===== config.mk =====
export PLATFORM = sky130hd
export DESIGN_NAME = fzc_unit
export DESIGN_NICKNAME = d
export VERILOG_FILES = /design/src/rtl/fzc_pkg.sv /design/src/rtl/fzc_lane_cmp.sv /design/src/rtl/fzc_shape_decode.sv /design/src/rtl/fzc_status.sv /design/src/rtl/fzc_unit.sv
export SDC_FILE = /design/constraint.sdc
export NUM_CORES = 1
export LEC_CHECK = 0
export ABC_AREA = 0
export BUFFER_PORTS_ARGS = -buffer_cell sky130_fd_sc_hd__clkbuf_2
export CORE_AREA = 2 2 104 106
export CTS_BUF_LIST = sky130_fd_sc_hd__clkbuf_8 sky130_fd_sc_hd__clkbuf_16
export DETAILED_ROUTE_END_ITERATION = 8
export DIE_AREA = 0 0 106 108
export HOLD_SLACK_MARGIN = 0.1
export PLACE_DENSITY = 0.58
export SETUP_SLACK_MARGIN = 0.02
export SLEW_MARGIN = 20
export SYNTH_ARGS = -nofsm -noshare
export SYNTH_HDL_FRONTEND = slang
export SYNTH_SLANG_ARGS = --single-unit

===== constraint.sdc =====
create_clock -name clk -period 1 [get_ports clk]
set_input_delay 0.15 -clock clk [delete_from_list [all_inputs] [get_ports clk]]
set_output_delay 0.15 -clock clk [all_outputs]
set_load 0.01 [all_outputs]

===== src/rtl/fzc_pkg.sv =====
package fzc_pkg;
  typedef enum logic [1:0] {
    FMT_HALF   = 2'd0,
    FMT_SINGLE = 2'd1,
    FMT_DOUBLE = 2'd2
  } fzc_fmt_e;
endpackage


===== src/rtl/fzc_lane_cmp.sv =====
module fzc_lane_cmp #(
  parameter int EXP_W = 5,
  parameter int MAN_W = 10,
  localparam int LANE_W = 1 + EXP_W + MAN_W
) (
  input  logic [LANE_W-1:0] val,
  output logic              ge_zero,
  output logic              is_nan
);
  logic             sign;
  logic [EXP_W-1:0] expo;
  logic [MAN_W-1:0] man;

  always_comb begin
    sign    = val[LANE_W-1];
    expo    = val[LANE_W-2 -: EXP_W];
    man     = val[MAN_W-1:0];
    is_nan  = (&expo) && (|man);
    ge_zero = !is_nan && (!sign || ((expo == '0) && (man == '0)));
  end
endmodule


===== src/rtl/fzc_shape_decode.sv =====
module fzc_shape_decode
  import fzc_pkg::*;
#(
  parameter int DATA_W = 128,
  localparam int CHUNKS = DATA_W / 16
) (
  input  logic              half_mode,
  input  logic              size_bit,
  input  logic              vec_mode,
  input  logic              q_bit,
  output fzc_fmt_e          fmt,
  output logic              undef,
  output logic [CHUNKS-1:0] chunk_en
);
  int n_chunks;

  always_comb begin
    if (half_mode)     fmt = FMT_HALF;
    else if (size_bit) fmt = FMT_DOUBLE;
    else               fmt = FMT_SINGLE;
    undef = vec_mode && !half_mode && size_bit && !q_bit;
    if (vec_mode) n_chunks = q_bit ? CHUNKS : CHUNKS / 2;
    else          n_chunks = 1 << fmt;
    for (int c = 0; c < CHUNKS; c++)
      chunk_en[c] = !undef && (c < n_chunks);
  end
endmodule


===== src/rtl/fzc_status.sv =====
module fzc_status (
  input  logic clk,
  input  logic rst_n,
  input  logic in_valid,
  input  logic undef_now,
  input  logic inv_now,
  input  logic trap_en,
  output logic out_valid,
  output logic sticky_invalid,
  output logic trap_req,
  output logic wb_en
);
  logic valid_d, sticky_d, trap_d, wb_d;

  always_comb begin
    valid_d  = in_valid;
    trap_d   = in_valid && !undef_now && inv_now && trap_en;
    wb_d     = in_valid && !undef_now && !trap_d;
    sticky_d = sticky_invalid || (in_valid && !undef_now && inv_now && !trap_en);
  end

  always_ff @(posedge clk or negedge rst_n) begin
    if (!rst_n) begin
      out_valid      <= 1'b0;
      sticky_invalid <= 1'b0;
      trap_req       <= 1'b0;
      wb_en          <= 1'b0;
    end else begin
      out_valid      <= valid_d;
      sticky_invalid <= sticky_d;
      trap_req       <= trap_d;
      wb_en          <= wb_d;
    end
  end

  AST_TRAP_NO_WB: assert property (@(posedge clk) disable iff (!rst_n)
    trap_req |-> !wb_en);
  AST_STICKY_KEEP: assert property (@(posedge clk) disable iff (!rst_n)
    sticky_invalid |=> sticky_invalid);
  AST_IDLE_QUIET: assert property (@(posedge clk) disable iff (!rst_n)
    !out_valid |-> (!wb_en && !trap_req));
endmodule


===== src/rtl/fzc_unit.sv =====
module fzc_unit
  import fzc_pkg::*;
#(
  parameter int DATA_W = 128,
  localparam int CHUNKS = DATA_W / 16,
  localparam int N_H = DATA_W / 16,
  localparam int N_S = DATA_W / 32,
  localparam int N_D = DATA_W / 64
) (
  input  logic              clk,
  input  logic              rst_n,
  input  logic              in_valid,
  input  logic              half_mode,
  input  logic              size_bit,
  input  logic              vec_mode,
  input  logic              q_bit,
  input  logic              trap_en,
  input  logic [DATA_W-1:0] operand,
  output logic              out_valid,
  output logic [DATA_W-1:0] mask,
  output logic              op_invalid,
  output logic              sticky_invalid,
  output logic              trap_req,
  output logic              wb_en,
  output logic              undef
);
  fzc_fmt_e          fmt;
  logic              undef_now;
  logic [CHUNKS-1:0] chunk_en;
  logic [N_H-1:0]    ge_h, nan_h;
  logic [N_S-1:0]    ge_s, nan_s;
  logic [N_D-1:0]    ge_d, nan_d;
  logic [DATA_W-1:0] mask_h, mask_s, mask_d, mask_d_nx;
  logic              inv_h, inv_s, inv_d, inv_nx;
  logic [CHUNKS-1:0] width_q;

  fzc_shape_decode #(.DATA_W(DATA_W)) u_dec (
    .half_mode(half_mode), .size_bit(size_bit), .vec_mode(vec_mode),
    .q_bit(q_bit), .fmt(fmt), .undef(undef_now), .chunk_en(chunk_en)
  );

  for (genvar g = 0; g < N_H; g++) begin : g_half
    fzc_lane_cmp #(.EXP_W(5), .MAN_W(10)) u_l (
      .val(operand[16*g +: 16]), .ge_zero(ge_h[g]), .is_nan(nan_h[g]));
  end
  for (genvar g = 0; g < N_S; g++) begin : g_single
    fzc_lane_cmp #(.EXP_W(8), .MAN_W(23)) u_l (
      .val(operand[32*g +: 32]), .ge_zero(ge_s[g]), .is_nan(nan_s[g]));
  end
  for (genvar g = 0; g < N_D; g++) begin : g_double
    fzc_lane_cmp #(.EXP_W(11), .MAN_W(52)) u_l (
      .val(operand[64*g +: 64]), .ge_zero(ge_d[g]), .is_nan(nan_d[g]));
  end

  always_comb begin
    inv_h = 1'b0;
    inv_s = 1'b0;
    inv_d = 1'b0;
    for (int i = 0; i < N_H; i++) begin
      mask_h[16*i +: 16] = {16{ge_h[i] & chunk_en[i]}};
      inv_h = inv_h | (nan_h[i] & chunk_en[i]);
    end
    for (int i = 0; i < N_S; i++) begin
      mask_s[32*i +: 32] = {32{ge_s[i] & chunk_en[2*i]}};
      inv_s = inv_s | (nan_s[i] & chunk_en[2*i]);
    end
    for (int i = 0; i < N_D; i++) begin
      mask_d[64*i +: 64] = {64{ge_d[i] & chunk_en[4*i]}};
      inv_d = inv_d | (nan_d[i] & chunk_en[4*i]);
    end
    case (fmt)
      FMT_HALF:   begin mask_d_nx = mask_h; inv_nx = inv_h; end
      FMT_SINGLE: begin mask_d_nx = mask_s; inv_nx = inv_s; end
      default:    begin mask_d_nx = mask_d; inv_nx = inv_d; end
    endcase
  end

  always_ff @(posedge clk or negedge rst_n) begin
    if (!rst_n) begin
      mask       <= '0;
      op_invalid <= 1'b0;
      undef      <= 1'b0;
      width_q    <= '0;
    end else if (in_valid) begin
      mask       <= mask_d_nx;
      op_invalid <= inv_nx;
      undef      <= undef_now;
      width_q    <= chunk_en;
    end
  end

  fzc_status u_stat (
    .clk(clk), .rst_n(rst_n), .in_valid(in_valid), .undef_now(undef_now),
    .inv_now(inv_nx), .trap_en(trap_en), .out_valid(out_valid),
    .sticky_invalid(sticky_invalid), .trap_req(trap_req), .wb_en(wb_en)
  );

  logic [DATA_W-1:0] width_bits;
  always_comb
    for (int c = 0; c < CHUNKS; c++) width_bits[16*c +: 16] = {16{width_q[c]}};

  AST_UPPER_ZERO: assert property (@(posedge clk) disable iff (!rst_n)
    (mask & ~width_bits) == '0);
  AST_UNDEF_QUIET: assert property (@(posedge clk) disable iff (!rst_n)
    (out_valid && undef) |-> (mask == '0 && !op_invalid && !wb_en && !trap_req));
  AST_RESULT_LATENCY: assert property (@(posedge clk) disable iff (!rst_n)
    in_valid |=> out_valid);
endmodule


## Word-level counts from Yosys, hierarchy flattened

Index checks and enable logic that the tools add are counted.

- Register bits after elaboration: 134
- Word-level logic and storage cells: 219

- Equality and inequality tests: 1
- Muxes and demuxes: 6
- Magnitude comparators: 8
- Bitwise logic cells: 39
- Shifts and indexed selects: 1
- Reductions and logical operators: 157

Operator list:

| kind | count |
|---|---|
| 128-bit case mux with 2 select lines | 1 |
| 4-bit by 32-bit < comparator with 1-bit output, first input constant | 4 |
| 52-bit zero test | 2 |
| 52-bit OR reduction | 2 |
| 23-bit zero test | 4 |
| 23-bit OR reduction | 4 |
| 10-bit zero test | 8 |
| 10-bit OR reduction | 8 |
| 3-bit by 32-bit < comparator with 1-bit output, first input constant | 2 |
| 1-bit logical AND | 58 |
| 5-bit zero test | 8 |
| 5-bit AND reduction | 8 |
| 8-bit zero test | 4 |
| 1-bit by 32-bit < comparator with 1-bit output, first input constant | 1 |
| 2-bit by 32-bit < comparator with 1-bit output, first input constant | 1 |
| 32-bit 2-to-1 mux | 1 |
| 8-bit AND reduction | 4 |
| 1-bit by 2-bit left shift with 32-bit output, first input constant | 1 |
| 1-bit AND | 28 |
| 1-bit zero test | 27 |
| 11-bit zero test | 2 |
| 11-bit AND reduction | 2 |
| 1-bit logical OR | 15 |
| 1-bit OR | 11 |
| other kinds (5) | 6 |

## Logic depth before layout (Yosys ltp)

- Word-level depth: 19
- Gate-level depth with buffers: 8
- Gate-level depth less buffers: 7

## By module

A second synthesis with hierarchy kept.

- Cell total of the unflattened synthesis: 408
- Area total of the unflattened synthesis: 3,042.9 µm²

By module, submodules not included:

| module | area an instance (µm²) | times used | cells an instance | sequential area each (µm²) |
|---|---|---|---|---|
| fzc_unit | 1,506.4 | 1 | 184 | 250.2 |
| fzc_lane_cmp at g_half[0].u_l ... | 60.1 | 8 | 10 | 0.0 |
| fzc_lane_cmp at g_double[0].u_l ... | 210.2 | 2 | 31 | 0.0 |
| fzc_lane_cmp at g_single[0].u_l ... | 98.8 | 4 | 15 | 0.0 |
| fzc_status | 143.9 | 1 | 10 | 100.1 |
| fzc_shape_decode | 96.3 | 1 | 12 | 0.0 |

## Least setup slack after synthesis

OpenSTA, ideal clock, no wires.

- Path type: in2reg
- Start: input operand[74]
- End: register mask[126]
- Stages on the path: 7
- Path buffers: 0
- Setup time: 0.082 ns
- Slack: -1.208 ns
- Data arrival time: 2.126 ns
- Data required time: 0.918 ns
- Cells stage by stage: or4_4 or3_4 nor4_4 nand3_2 a2111oi_2 a31oi_1 a31oi_1

- Cells in the longest elaborated chain, start to end: 6
- Elaborated cells on any way between the ends: 9
- Classes of those cells: 1 x mux; 1 x bitwise; 7 x reduce/logical

RTL lines:

| item | line | source |
|---|---|---|
| start: declaration | fzc_unit.sv:18 | `input logic [DATA_W-1:0] operand,` |
| 52-bit OR reduction or 52-bit zero test (tied branches) | fzc_lane_cmp.sv:18, fzc_lane_cmp.sv:19 |  |
| 1-bit logical AND (on tied branches) | fzc_lane_cmp.sv:18, fzc_lane_cmp.sv:19 |  |
| 1-bit zero test or 1-bit logical OR (tied branches) | fzc_lane_cmp.sv:19 | `ge_zero = !is_nan && (!sign \|\| ((expo == '0) && (man == '0)));` |
| 1-bit logical AND (*) | fzc_lane_cmp.sv:19 |  |
| 1-bit AND (*) | fzc_unit.sv:68 | `mask_d[64*i +: 64] = {64{ge_d[i] & chunk_en[4*i]}};` |
| 128-bit case mux with 2 select lines (*) | fzc_unit.sv:71 | `case (fmt)` |
| end signal: assignment | fzc_unit.sv:85 | `mask <= mask_d_nx;` |
| end: declaration | fzc_unit.sv:20 | `output logic [DATA_W-1:0] mask,` |

Mark *: on every way between the ends. The rest lies on a longest branch, timed or not.
A chain may end at the register's enable or synchronous reset.

## Worst setup path after layout

- Start: input operand[74]
- End: register mask[111]

The elaborated chain is that of the path after synthesis.

==> flow_metrics.py <==
metrics = {
    "pwr": {
        "netSwitchingPower_mw": 1.17,
        "p_leak_nw": 2.06,
        "switching_share": 0.372,
        "power_frac_comb": 0.594,
        "power_density_nw_per_um2": 803,
        "p_int_mw": 1.97,
        "p_clk_frac": 0.177,
        "sequentialPowerShare": 0.229,
        "irDropWorstVdd_mv": 0.270,
    },
    "die": {
        "rows": 37,
        "pin_count": 270,
        "die_h_um": 108,
        "core_area_um2": 10200,
        "start_util": 0.230,
        "dieArea_um2": 11400,
        "fp.dieW_um": 106,
    },
    "cts": {
        "clk_pin_slew_ps": 60,
        "cts_buffers": 3,
        "cts_root_buf": "clkbuf_8",
        "cts_buffer_depth": 2,
        "cts_tree": "built",
        "htree_levels": 1,
        "clk_latency_ps": 250,
        "cts.sinks": 14,
    },
    "detailed_routing": {
        "dr.pass1.iters": 4,
        "wl_um": 8110,
        "drc": 0,
        "wl_per_cell_um": 12.0,
        "viasPerCell": 4.40,
        "num_vias": 2968,
        "dr.first_iter.drc_count": 88,
        "drtAntennaViolNets": 0,
    },
    "worst_setup_path": {
        "critical_path_required_ps": 1170,
        "critPathMaxFanout": 4,
        "crit_family": "simple AND/OR/NAND/NOR gates",
        "critPathKind": "primary input to flip-flop",
        "cp_num_buf_inv": 1,
        "crit_path_end_kind": "flip-flop",
        "path_cells": "buf_6 > or4_4 > or3_4 > nor4_4 > a21oi_2 > a2111oi_4 > a31oi_1 > a31oi_1",
        "cp.arrival_ps": 2130,
        "critPathMaxStageDelay_ps": 520,
        "worstSetupStartpointType": "primary input",
        "crit_slowest_cell": "or4_4",
        "path_common_cell": "a31oi_1",
    },
    "synthesis": {
        "postSynthAreaPerCell_um2": 7.32,
        "synth-seq-cells": 14,
        "synthFlopType": "dfrtp_1",
        "yosys.area.top_type": "buf_4",
        "async_reset_ff_frac": 1.00,
        "yosysWarnings": 0,
        "synth_top_cell_area_share": 0.384,
        "synth-seq-area-share": 0.149,
        "synth.top_cells.by_area": "buf_4, dfrtp_1, nor2_1",
        "syn_inst": 321,
        "synth_area_um2": 2350,
        "synth_edf_count": 0,
        "post_synth_num_cell_types": 41,
        "synth_nets": 457,
        "synth_most_common_cell": "buf_4",
        "synth_common_cells": "buf_4, nor2_1, nand2_1",
    },
    "sta": {
        "worst_pin_slew_ps": 514,
        "maxSlewViolCount": 0,
        "finalSetupViolations": 140,
        "layout_min_cycle_time_ps": 1960,
        "final.setup.tns_ps": -32800,
        "hold_violations": 0,
        "final.period_utilization": 1.96,
        "max_freq_ghz": 0.510,
        "relSlewSlack": 0.657,
        "clock_skew_ps": 0,
        "setup_slack_ps": -959,
        "grt_setup_unrepaired": "yes",
    },
    "job": {
        "maxCapViolations": 0,
    },
    "cells_and_area": {
        "utilization": 0.381,
        "syn2layout_area_growth_pct": 66.2,
        "drive_gt1_frac": 0.690,
        "fin_nets": 676,
        "antennaDiodeCount": 0,
    },
    "status": {
        "status": "finished, violations left",
        "violations": "setup timing",
    },
    "global_routing": {
        "track_usage": 0.130,
        "antenna_found_initial": 0,
        "grt_pass1_vias": 2649,
        "grt_overflow": 0,
        "grt_pass1_wl_um": 12000,
        "grt_max_degree": 18,
    },
    "placement": {
        "portBuffers": 269,
        "gp_congestion": 0.851,
        "dp_hpwl_um": 7100,
    },
    "worst_hold_path": {
        "hold_path_class": "primary input to flip-flop",
    },
}
-- area by class of cell --
| type | instances | area, um2 |
|---|---|---|
| well taps | 136 | 170 |
| clock buffers | 4 | 55.1 |
| flip-flops and latches | 14 | 355 |
| inverters | 4 | 15.0 |
| repair buffers | 338 | 2120 |
| multi-input cells | 179 | 1190 |
| fillers | 1043 | 6330 |
-- worst register-to-register path, delay by kind of cell (launching register included) --
family	cells	cell delay [ps]
compound gates	1	40
buf+inv	2	280
simple gates	1	110
flops	1	420
-- timing repair --
action | in CTS | in global routing
setup endpoints to repair | 140 | 140
pin swaps | 9 | 5
endpoints found under the hold margin | 14 | 0
buffers inserted | 10 | 1
hold buffers | 1 | 0
gates cloned | 0 | 1
gates resized for setup | 21 | 72
-- layer usage --
metal | GRT usage | wire length [um] | share of wire
met5 | 0 | 0 | 0
met1 | 0.155 | 3170 | 0.39
met4 | 0.0310 | 82 | 0.010
met3 | 0.0223 | 587 | 0.072
met2 | 0.243 | 4270 | 0.53
-- path summary, 6_finish.rpt --
kind	from	end	slack, ps	depth (start not counted)
worst min-delay path	trap_en	u_stat.wb_en$_DFF_PN0_	120	2
max in group asynchronous	rst_n	mask[47]$_DFFE_PN0P_	370	2
worst max register to register	mask[63]$_DFFE_PN0P_	mask[63]$_DFFE_PN0P_	20	4
worst min register to register	u_stat.sticky_invalid$_DFF_PN0_	u_stat.sticky_invalid$_DFF_PN0_	460	1
worst max-delay path	operand[74]	mask[111]$_DFFE_PN0P_	-960	8
min in group asynchronous	rst_n	u_stat.out_valid$_DFF_PN0_	350	2
-- power groups by stage --
stage / clock network, mW / logic (mW) / registers, mW
after CTS: 0.569 / 1.66 / 0.717
after global placement: 0 / 1.46 / 0.777
after detailed placement: 0 / 1.47 / 0.788
after global routing: 0.605 / 2.02 / 0.733
final: 0.555 / 1.86 / 0.716
after floorplan: 0 / 1.14 / 0.780
-- flip-flops by register name, indices dropped and copies added, names as in the netlist --
register / cells
mask: 8
op_invalid: 1
u_stat.out_valid: 1
u_stat.sticky_invalid: 1
u_stat.trap_req: 1
u_stat.wb_en: 1
undef: 1
-- cells in the final DEF (no fill, tap or decap), types with 8 or more instances in the layout --
| cell type | n |
|---|---|
| nor3_1 | 12 |
| nor4_1 | 12 |
| nand2_1 | 18 |
| o21ai_0 | 9 |
| clkbuf_2 | 236 |
| nor2_1 | 23 |
| buf_6 | 40 |
| dfrtp_1 | 10 |
| nand3_1 | 17 |
| buf_4 | 59 |
| nand4_1 | 8 |
-- logic make-up (layout without fill, tap and decap cells) --
family,Yosys count,count (layout),synth area share
AND/OR/NAND/NOR,132,132,0.318
buffers and inverters,128,346,0.396
AO/OA/AOI/OAI,47,47,0.136
flip-flops,14,14,0.149
-- metrics by stage --
stage | power, mW | area, um2 | worst slack [ps] | hold WS (ps) | instances
3_5_place_dp | 2.26 | 3420 | -1330 | 71.3 | 658
4_1_cts | 2.95 | 3650 | -982 | 109 | 673
6_report | 3.13 | 3900 | -959 | 122 | 675
3_3_place_gp | 2.24 | 3420 | -1250 | 67.3 | 658
5_1_grt | 3.36 | 3900 | -1110 | 112 | 675
2_1_floorplan | 1.92 | 2400 | -1040 | -146 | 321
(Power assumes the default switching activity.)
